$ cat src/rtl/cap_pkg.sv
package cap_pkg;

    typedef enum logic [1:0] {
        ST_IDLE = 2'd0,
        ST_WAIT = 2'd1,
        ST_CAPT = 2'd2
    } cap_state_e;

    localparam logic [1:0] TM_LOCAL     = 2'd0;
    localparam logic [1:0] TM_NEIGHBOUR = 2'd1;
    localparam logic [1:0] TM_GLOBAL    = 2'd2;

endpackage

$ cat src/rtl/cap_trig_sel.sv
module cap_trig_sel
    import cap_pkg::*;
(
    input  logic [1:0] mode,
    input  logic       own,
    input  logic       lo,
    input  logic       hi,
    input  logic       glob,
    output logic       trig
);
    always_comb begin
        case (mode)
            TM_NEIGHBOUR: trig = own | lo | hi;
            TM_GLOBAL:    trig = own | glob;
            default:      trig = own;
        endcase
    end
endmodule

$ cat src/rtl/cap_delay_line.sv
module cap_delay_line #(
    parameter int DW    = 16,
    parameter int DEPTH = 10
) (
    input  logic          clk,
    input  logic          rst_n,
    input  logic          en,
    input  logic [DW-1:0] din,
    output logic [DW-1:0] tap
);
    logic [DW-1:0] sr_d [DEPTH];
    logic [DW-1:0] sr_q [DEPTH];

    always_comb begin
        for (int i = 0; i < DEPTH; i++) sr_d[i] = sr_q[i];
        if (en) begin
            sr_d[0] = din;
            for (int i = 1; i < DEPTH; i++) sr_d[i] = sr_q[i-1];
        end
    end

    always_ff @(posedge clk) begin
        if (!rst_n) begin
            for (int i = 0; i < DEPTH; i++) sr_q[i] <= '0;
        end else begin
            for (int i = 0; i < DEPTH; i++) sr_q[i] <= sr_d[i];
        end
    end

    // sample received DEPTH valid cycles before the current input
    assign tap = sr_q[DEPTH-1];
endmodule

$ cat src/rtl/cap_sync_fifo.sv
module cap_sync_fifo #(
    parameter int W     = 55,
    parameter int DEPTH = 64,
    parameter int AW    = $clog2(DEPTH)
) (
    input  logic         clk,
    input  logic         rst_n,
    input  logic         wr_en,
    input  logic [W-1:0] wr_data,
    input  logic         rd_en,
    output logic [W-1:0] rd_data,
    output logic         rd_valid,
    output logic [AW:0]  count
);
    typedef struct packed {
        logic [AW-1:0] wp;
        logic [AW-1:0] rp;
        logic [AW:0]   cnt;
    } ptr_t;

    ptr_t        p_d, p_q;
    logic [W-1:0] mem [DEPTH];
    logic         do_rd;
    logic         full;

    assign full     = (p_q.cnt == (AW+1)'(DEPTH));
    assign rd_valid = (p_q.cnt != '0);
    assign do_rd    = rd_en && rd_valid;

    always_comb begin
        p_d = p_q;
        if (wr_en)  p_d.wp = p_q.wp + 1'b1;
        if (do_rd)  p_d.rp = p_q.rp + 1'b1;
        case ({wr_en, do_rd})
            2'b10:   p_d.cnt = p_q.cnt + 1'b1;
            2'b01:   p_d.cnt = p_q.cnt - 1'b1;
            default: p_d.cnt = p_q.cnt;
        endcase
    end

    always_ff @(posedge clk) begin
        if (!rst_n) p_q <= '0;
        else        p_q <= p_d;
    end

    always_ff @(posedge clk) begin
        if (wr_en) mem[p_q.wp] <= wr_data;
    end

    assign rd_data = mem[p_q.rp];
    assign count   = p_q.cnt;

    AST_NO_OVERFLOW: assert property (@(posedge clk) disable iff (!rst_n)
        wr_en |-> !full);
endmodule

$ cat src/rtl/trig_frame_capture.sv
module trig_frame_capture
    import cap_pkg::*;
#(
    parameter int DW         = 16,
    parameter int TSW        = 32,
    parameter int FRAME_LEN  = 32,
    parameter int PRE_MAX    = 10,
    parameter int PRE_W      = 4,
    parameter int FIFO_DEPTH = 64,
    parameter int CHAN_W     = 8,
    parameter int CHAN_ID    = 0,
    parameter int OVF_W      = 16
) (
    input  logic              clk,
    input  logic              rst_n,
    input  logic              smp_valid,
    input  logic [DW-1:0]     smp_data,
    input  logic [DW-1:0]     thr,
    input  logic [1:0]        mode,
    input  logic              nbr_lo_trig,
    input  logic              nbr_hi_trig,
    input  logic              glob_trig,
    output logic              cross_out,
    output logic              m_valid,
    input  logic              m_ready,
    output logic [DW-1:0]     m_data,
    output logic              m_sof,
    output logic              m_eof,
    output logic              m_cont,
    output logic [PRE_W-1:0]  m_pre,
    output logic [TSW-1:0]    m_ts,
    output logic [CHAN_W-1:0] m_chan,
    output logic [OVF_W-1:0]  ovf_count
);
    localparam int AW = $clog2(FIFO_DEPTH);
    localparam int CW = $clog2(FRAME_LEN + 1);
    localparam int EW = 1 + PRE_W + TSW + 2 + DW;
    localparam logic [PRE_W-1:0] PRE_C   = PRE_W'(PRE_MAX);
    localparam logic [CW-1:0]    FRAME_C = CW'(FRAME_LEN);
    localparam logic [AW:0]      ROOM_C  = (AW+1)'(FIFO_DEPTH - FRAME_LEN);

    typedef struct packed {
        cap_state_e       st;
        logic [CW-1:0]    cnt;
        logic             keep;
        logic             cont;
        logic [PRE_W-1:0] pre;
        logic [PRE_W-1:0] avail;
        logic [TSW-1:0]   fts;
        logic [TSW-1:0]   ts;
        logic [OVF_W-1:0] ovf;
    } ctl_t;

    ctl_t          d, q;
    logic          own_cross, trig, start, emit, room;
    logic [CW-1:0] cur_cnt;
    logic [DW-1:0] tap;
    logic          wr_en;
    logic [EW-1:0] wr_entry, rd_entry;
    logic [AW:0]   fifo_cnt;

    assign own_cross = smp_valid && ($signed(smp_data) > $signed(thr));
    assign cross_out = own_cross;

    cap_trig_sel u_sel (
        .mode (mode),
        .own  (own_cross),
        .lo   (nbr_lo_trig & smp_valid),
        .hi   (nbr_hi_trig & smp_valid),
        .glob (glob_trig & smp_valid),
        .trig (trig)
    );

    cap_delay_line #(.DW(DW), .DEPTH(PRE_MAX)) u_dly (
        .clk   (clk),
        .rst_n (rst_n),
        .en    (smp_valid),
        .din   (smp_data),
        .tap   (tap)
    );

    always_comb begin
        d        = q;
        start    = 1'b0;
        emit     = 1'b0;
        cur_cnt  = '0;
        wr_en    = 1'b0;
        wr_entry = '0;
        room     = (fifo_cnt <= ROOM_C);
        if (smp_valid) begin
            d.ts = q.ts + 1'b1;
            case (q.st)
                ST_IDLE: begin
                    if (trig) begin
                        d.pre  = q.avail;
                        d.cont = 1'b0;
                        if (q.avail == PRE_C) begin
                            start = 1'b1;
                        end else begin
                            d.st  = ST_WAIT;
                            d.cnt = CW'(PRE_C - q.avail);
                        end
                    end else if (q.avail != PRE_C) begin
                        d.avail = q.avail + 1'b1;
                    end
                end
                ST_WAIT: begin
                    if (q.cnt == CW'(1)) start = 1'b1;
                    else                 d.cnt = q.cnt - 1'b1;
                end
                default: emit = 1'b1;
            endcase
            if (start) begin
                emit   = 1'b1;
                d.keep = room;
                d.fts  = q.ts - TSW'(PRE_MAX);
                if (!room) d.ovf = q.ovf + 1'b1;
            end
            if (emit) begin
                cur_cnt  = start ? FRAME_C : q.cnt;
                wr_en    = d.keep;
                wr_entry = {d.cont, d.pre, d.fts,
                            cur_cnt == FRAME_C, cur_cnt == CW'(1), tap};
                if (cur_cnt == CW'(1)) begin
                    if ($signed(tap) > $signed(thr)) begin
                        d.st   = ST_WAIT;
                        d.cnt  = CW'(1);
                        d.cont = 1'b1;
                        d.pre  = '0;
                    end else begin
                        d.st    = ST_IDLE;
                        d.avail = PRE_C;
                        d.cont  = 1'b0;
                    end
                end else begin
                    d.st  = ST_CAPT;
                    d.cnt = cur_cnt - 1'b1;
                end
            end
        end
    end

    always_ff @(posedge clk) begin
        if (!rst_n) begin
            q    <= '0;
            q.st <= ST_IDLE;
        end else begin
            q <= d;
        end
    end

    cap_sync_fifo #(.W(EW), .DEPTH(FIFO_DEPTH), .AW(AW)) u_fifo (
        .clk      (clk),
        .rst_n    (rst_n),
        .wr_en    (wr_en),
        .wr_data  (wr_entry),
        .rd_en    (m_ready),
        .rd_data  (rd_entry),
        .rd_valid (m_valid),
        .count    (fifo_cnt)
    );

    assign {m_cont, m_pre, m_ts, m_sof, m_eof, m_data} = rd_entry;
    assign m_chan    = CHAN_W'(CHAN_ID);
    assign ovf_count = q.ovf;

    AST_PRE_BOUND: assert property (@(posedge clk) disable iff (!rst_n)
        m_valid |-> (m_pre <= PRE_C));
    AST_CONT_NO_PRE: assert property (@(posedge clk) disable iff (!rst_n)
        (m_valid && m_cont) |-> (m_pre == '0));
    AST_SOF_EOF_APART: assert property (@(posedge clk) disable iff (!rst_n)
        m_valid |-> !(m_sof && m_eof));
    AST_HOLD_BEAT: assert property (@(posedge clk) disable iff (!rst_n)
        (m_valid && !m_ready) |=> (m_valid && $stable({m_data, m_sof, m_eof, m_ts})));
    AST_DROP_COUNTED: assert property (@(posedge clk) disable iff (!rst_n)
        (start && !room) |=> (ovf_count == OVF_W'($past(ovf_count) + 1'b1)));
endmodule

$ cat config.mk
export PLATFORM = sky130hd
export DESIGN_NAME = trig_frame_capture
export DESIGN_NICKNAME = d
export VERILOG_FILES = /design/src/rtl/cap_pkg.sv /design/src/rtl/cap_trig_sel.sv /design/src/rtl/cap_delay_line.sv /design/src/rtl/cap_sync_fifo.sv /design/src/rtl/trig_frame_capture.sv
export SDC_FILE = /design/constraint.sdc
export NUM_CORES = 2
export LEC_CHECK = 0
export BUFFER_PORTS_ARGS = -buffer_cell sky130_fd_sc_hd__buf_2
export CAP_MARGIN = 0
export CELL_PAD_IN_SITES_DETAIL_PLACEMENT = 0
export CELL_PAD_IN_SITES_GLOBAL_PLACEMENT = 1
export CORE_ASPECT_RATIO = 1.2
export CORE_UTILIZATION = 45
export CTS_BUF_LIST = sky130_fd_sc_hd__clkbuf_4 sky130_fd_sc_hd__clkbuf_8 sky130_fd_sc_hd__clkbuf_16
export DETAILED_ROUTE_END_ITERATION = 6
export PLACE_DENSITY = 0.66
export SYNTH_ARGS = -nofsm -noshare
export SYNTH_HDL_FRONTEND = slang
export SYNTH_SLANG_ARGS = --single-unit
$ cat constraint.sdc
create_clock -name clk -period 13.25 [get_ports clk]
set_input_delay 0.6625 -clock clk [delete_from_list [all_inputs] [get_ports clk]]
set_output_delay 0.6625 -clock clk [all_outputs]
set_load 0.1 [all_outputs]
==> results.yml <==
status:
  status: "finished clean"
floorplan:
  die_y_um: 628
  die_w_um: 524
  rows: 229
  die_area_um2: 329000
  core_area_um2: 325000
  io_pins: 122
  start_util_pct: 45.3
global_routing:
  grt_util_met2_pct: 38.4
  grt_max_degree: 165
  grt_pass1_vias: 71500
  met1_usage_pct: 33.0
  overflow: 0
  grt_first_pass_wirelength_mm: 544
  busiest_layer: "met2"
  grt_util_met3_pct: 3.64
  grt.total_usage_pct: 23.4
  antenna_found_initial: 37
hold_path:
  hp-class: "in2reg"
  holdPathEnd: "u_dly.sr_q[0][1]"
  min_from: "smp_data[1]"
  hold_depth: 3
worst_setup_path:
  path_cells: "buf_12 > buf_4 > mux4_2 > mux4_2 > mux2_2 > nand2_1 > o21ai_0 > buf_2"
  crit_arrival_ns: 5.74
  critPathLaunchType: "register"
  r2r_start: "q[92]"
  worstPathRequired_ns: 12.59
  crit_path_end_kind: "output pin"
  reg2reg_depth: 7
  r2r_setup_slack_ns: 7.90
  critPathKind: "reg2out"
  rr_endpoint: "u_fifo.mem[45][30]"
  slowest_stage: "buf_4"
  worst-path-max-fanout: 106
  crit_buf_inv: 3
  cpPeakStageDelay_ns: 0.88
  cp_top_family: "buffers and inverters"
  crit_path_frequent_cell: "mux4_2"
finish:
  fillers: 25100
  post-route-util_pct: 51.3
  drive_above_1_share_pct: 30.5
  syn_to_final_growth_pct: 13.4
  design_area_um2: 167000
  fin_nets: 7033
sta:
  grt_setup_unrepaired: "no"
  worst_slew_pin_slew_ns: 1.42
  fin_crit_ns: 6.41
  hold_violations: 0
  drv_slew: 0
  worst_slack_ns: 6.84
  slew_headroom_pct: 5.53
  max_freq_mhz: 156
  clock_skew_ns: 0.0618
  finalSetupViolations: 0
  final.setup.tns_ns: 0
  period_share_pct: 48.3
clock_network:
  cts.sinks: 3803
  cts_tree: "done"
  insertion_delay_ns: 0.93
  cts_max_path_buffers: 4
  cts.clk_slew.worst_paths_ns: 0.06
  cts_resized: 0
  clockRootBuffer: "clkbuf_16"
  numCtsBuffers: 374
  htreeDepth: 5
logic_synthesis:
  synthArstFlopShare_pct: 0
  synthTopCellsByArea: "edfxtp_1 72%, mux4_2 17%, dfxtp_1 3.9%, mux2i_1 1.2%, nor2_1 0.95%"
  syn_inst: 6646
  synth_edf_count: 3520
  yosys.area.top_type: "edfxtp_1"
  ys.flop_type: "edfxtp_1"
  ys_seq_area_share_pct: 75.8
  synth.cell_area_um2: 147000
  synth_top_area_share_pct: 71.9
  syn_avg_cell_area_um2: 22.1
  ys_ff_latch: 3803
  synth_cell_types: 79
  yosys_warnings: 0
placed_design:
  post-place-ws_ns: 6.60
  place_congestion: 0.818
  dpl.hpwl_mm: 218
  io_buffers: 113
  placed_area_um2: 154000
route:
  dr.pass1.iters: 5
  routed_via_density: 6.08
  num_vias: 70200
  routed_wl_mm: 384
  first_iter_violations: 8342
  avgRoutedWirePerCell_um: 33.3
  drc_errors: 0
  antenna_left: 0
power:
  clkPwrFrac_pct: 44.9
  swShare_pct: 20.0
  p_int_mw: 19.5
  p_sw_mw: 4.85
  power_leakage_nw: 48.2
  ir_drop_mv: 0.0980
  power_per_cell_area_nw_per_um2: 146
  finalPower_mw: 24.3
  combPwrFrac_pct: 1.8
  power.share.sequential_pct: 53.3
run:
  max_cap_violations: 0
## placed cells by master, fill, tap and decap left out, types with 15 or more instances in the layout
master,synthesis,routed
a211oi_1,44,25
xnor2_1,39,39
mux4_2,1141,1141
nand3_1,30,30
nor2_4,0,66
nor3_1,39,36
or3_1,24,24
ha_1,49,49
clkbuf_16,0,387
clkinv_2,0,62
inv_1,41,41
clkinv_1,1,78
buf_4,24,168
o21ai_0,50,49
a211oi_4,1,20
clkbuf_4,0,62
mux2i_1,183,183
bufinv_16,0,42
buf_2,20,112
edfxtp_1,3520,3520
nor2_1,371,305
nand2_1,109,109
xor2_1,38,38
buf_12,0,15
clkinvlp_4,0,24
dfxtp_1,283,277
a21oi_1,55,49
## how the worst max path moves through the flow
stage	slack [ns]	startpoint	depth (start not counted)	to
2_1_floorplan	6.84	thr[15]	12	u_fifo.mem[0][43]
3_3_place_gp	6.63	thr[13]	14	u_fifo.mem[29][15]
3_5_place_dp	6.60	smp_data[15]	13	u_fifo.mem[29][15]
4_1_cts	6.59	register	6	m_ts[0]
5_1_grt	6.43	register	6	m_ts[0]
6_report	6.84	register	8	m_ts[11]
## per-stage QoR
stage	hold slack [ns]	instances
after floorplan	0.431	6653
after global placement	0.444	10800
after detailed placement	0.447	10800
after CTS	0.00147	11500
after global routing	0.0570	11500
final	0.0660	11500
## worst register-to-register path: stages, from the launching register on
cell and delay [ns]:
dfxtp_1 0.41, nor4_1 0.73, and3_1 0.52, a21oi_1 0.24, a211oi_2 0.39, nand3b_1 0.75
nor2_4 1.14, buf_4 0.68
## flip-flops by register name (all words and copies together) (netlist names), named ones only
name / flops
u_dly.sr_q: 160
u_fifo.mem: 3520
u_fifo.count: 7
ovf_count: 16
q: 82
u_fifo.p_q: 12
## final cells by class
type                    count  area [µm²]  area share, %
repair buffers            309        2270           1.36
flip-flops and latches   3803      111000           66.9
well taps                4273        5350           3.21
multi-input cells        2412       34800           20.9
clock buffers             459       10300           6.18
clock inverters           231        2340           1.40
diodes                     11        27.5         0.0165
inverters                  43         169          0.101
## power by group through the flow
stage	Combinational [mW]	Clock, mW	Sequential [mW]
3_3_place_gp	0.447	0	13.2
2_1_floorplan	0.334	0	13.2
3_5_place_dp	0.449	0	13.2
5_1_grt	0.480	11.5	13.0
6_report	0.447	10.9	13.0
4_1_cts	0.453	11.1	13.0
## timing repair
action | 4_1_cts | 5_1_grt
endpoints found under the hold margin | 13 | 0
hold buffers | 13 | 0
setup endpoints to repair | 0 | 0
buffers inserted | 0 | 0
## cells by family after synthesis
kind of cell | share of synthesized area (%)
simple gates | 2.13
compound gates | 1.15
mux | 18.9
flops | 75.8
xor+xnor | 0.459
other cells | 0.00255
buf+inv | 1.20
fa+ha+maj | 0.417
## routing by layer
metal / part of all wire (%) / vias up
met4: 2.4 / 8
li1: - / 28400
met3: 7.3 / 461
met2: 50 / 2745
met5: 0.014 / -
met1: 41 / 38500
## synth_stat cells, types with 6 or more instances
master,count
nor2_1,371
xnor2_1,39
and3_1,13
edfxtp_1,3520
o211ai_1,6
a211oi_1,44
nand2b_1,13
or2_2,8
xor2_1,38
o21a_1,9
nand2_1,109
ha_1,49
buf_1,111
a21oi_1,55
a21o_1,8
nand3b_1,10
nand3_1,30
dfxtp_1,283
o21ai_0,50
buf_4,24
mux2_2,14
nor2b_1,16
inv_1,41
clkbuf_1,239
mux2i_1,183
and2_1,27
nand4_1,13
mux4_2,1141
nor4_1,7
a22oi_1,10
or3_1,24
buf_2,20
a31oi_1,6
nor3_1,39
Power figures use the tool's default switching activity.
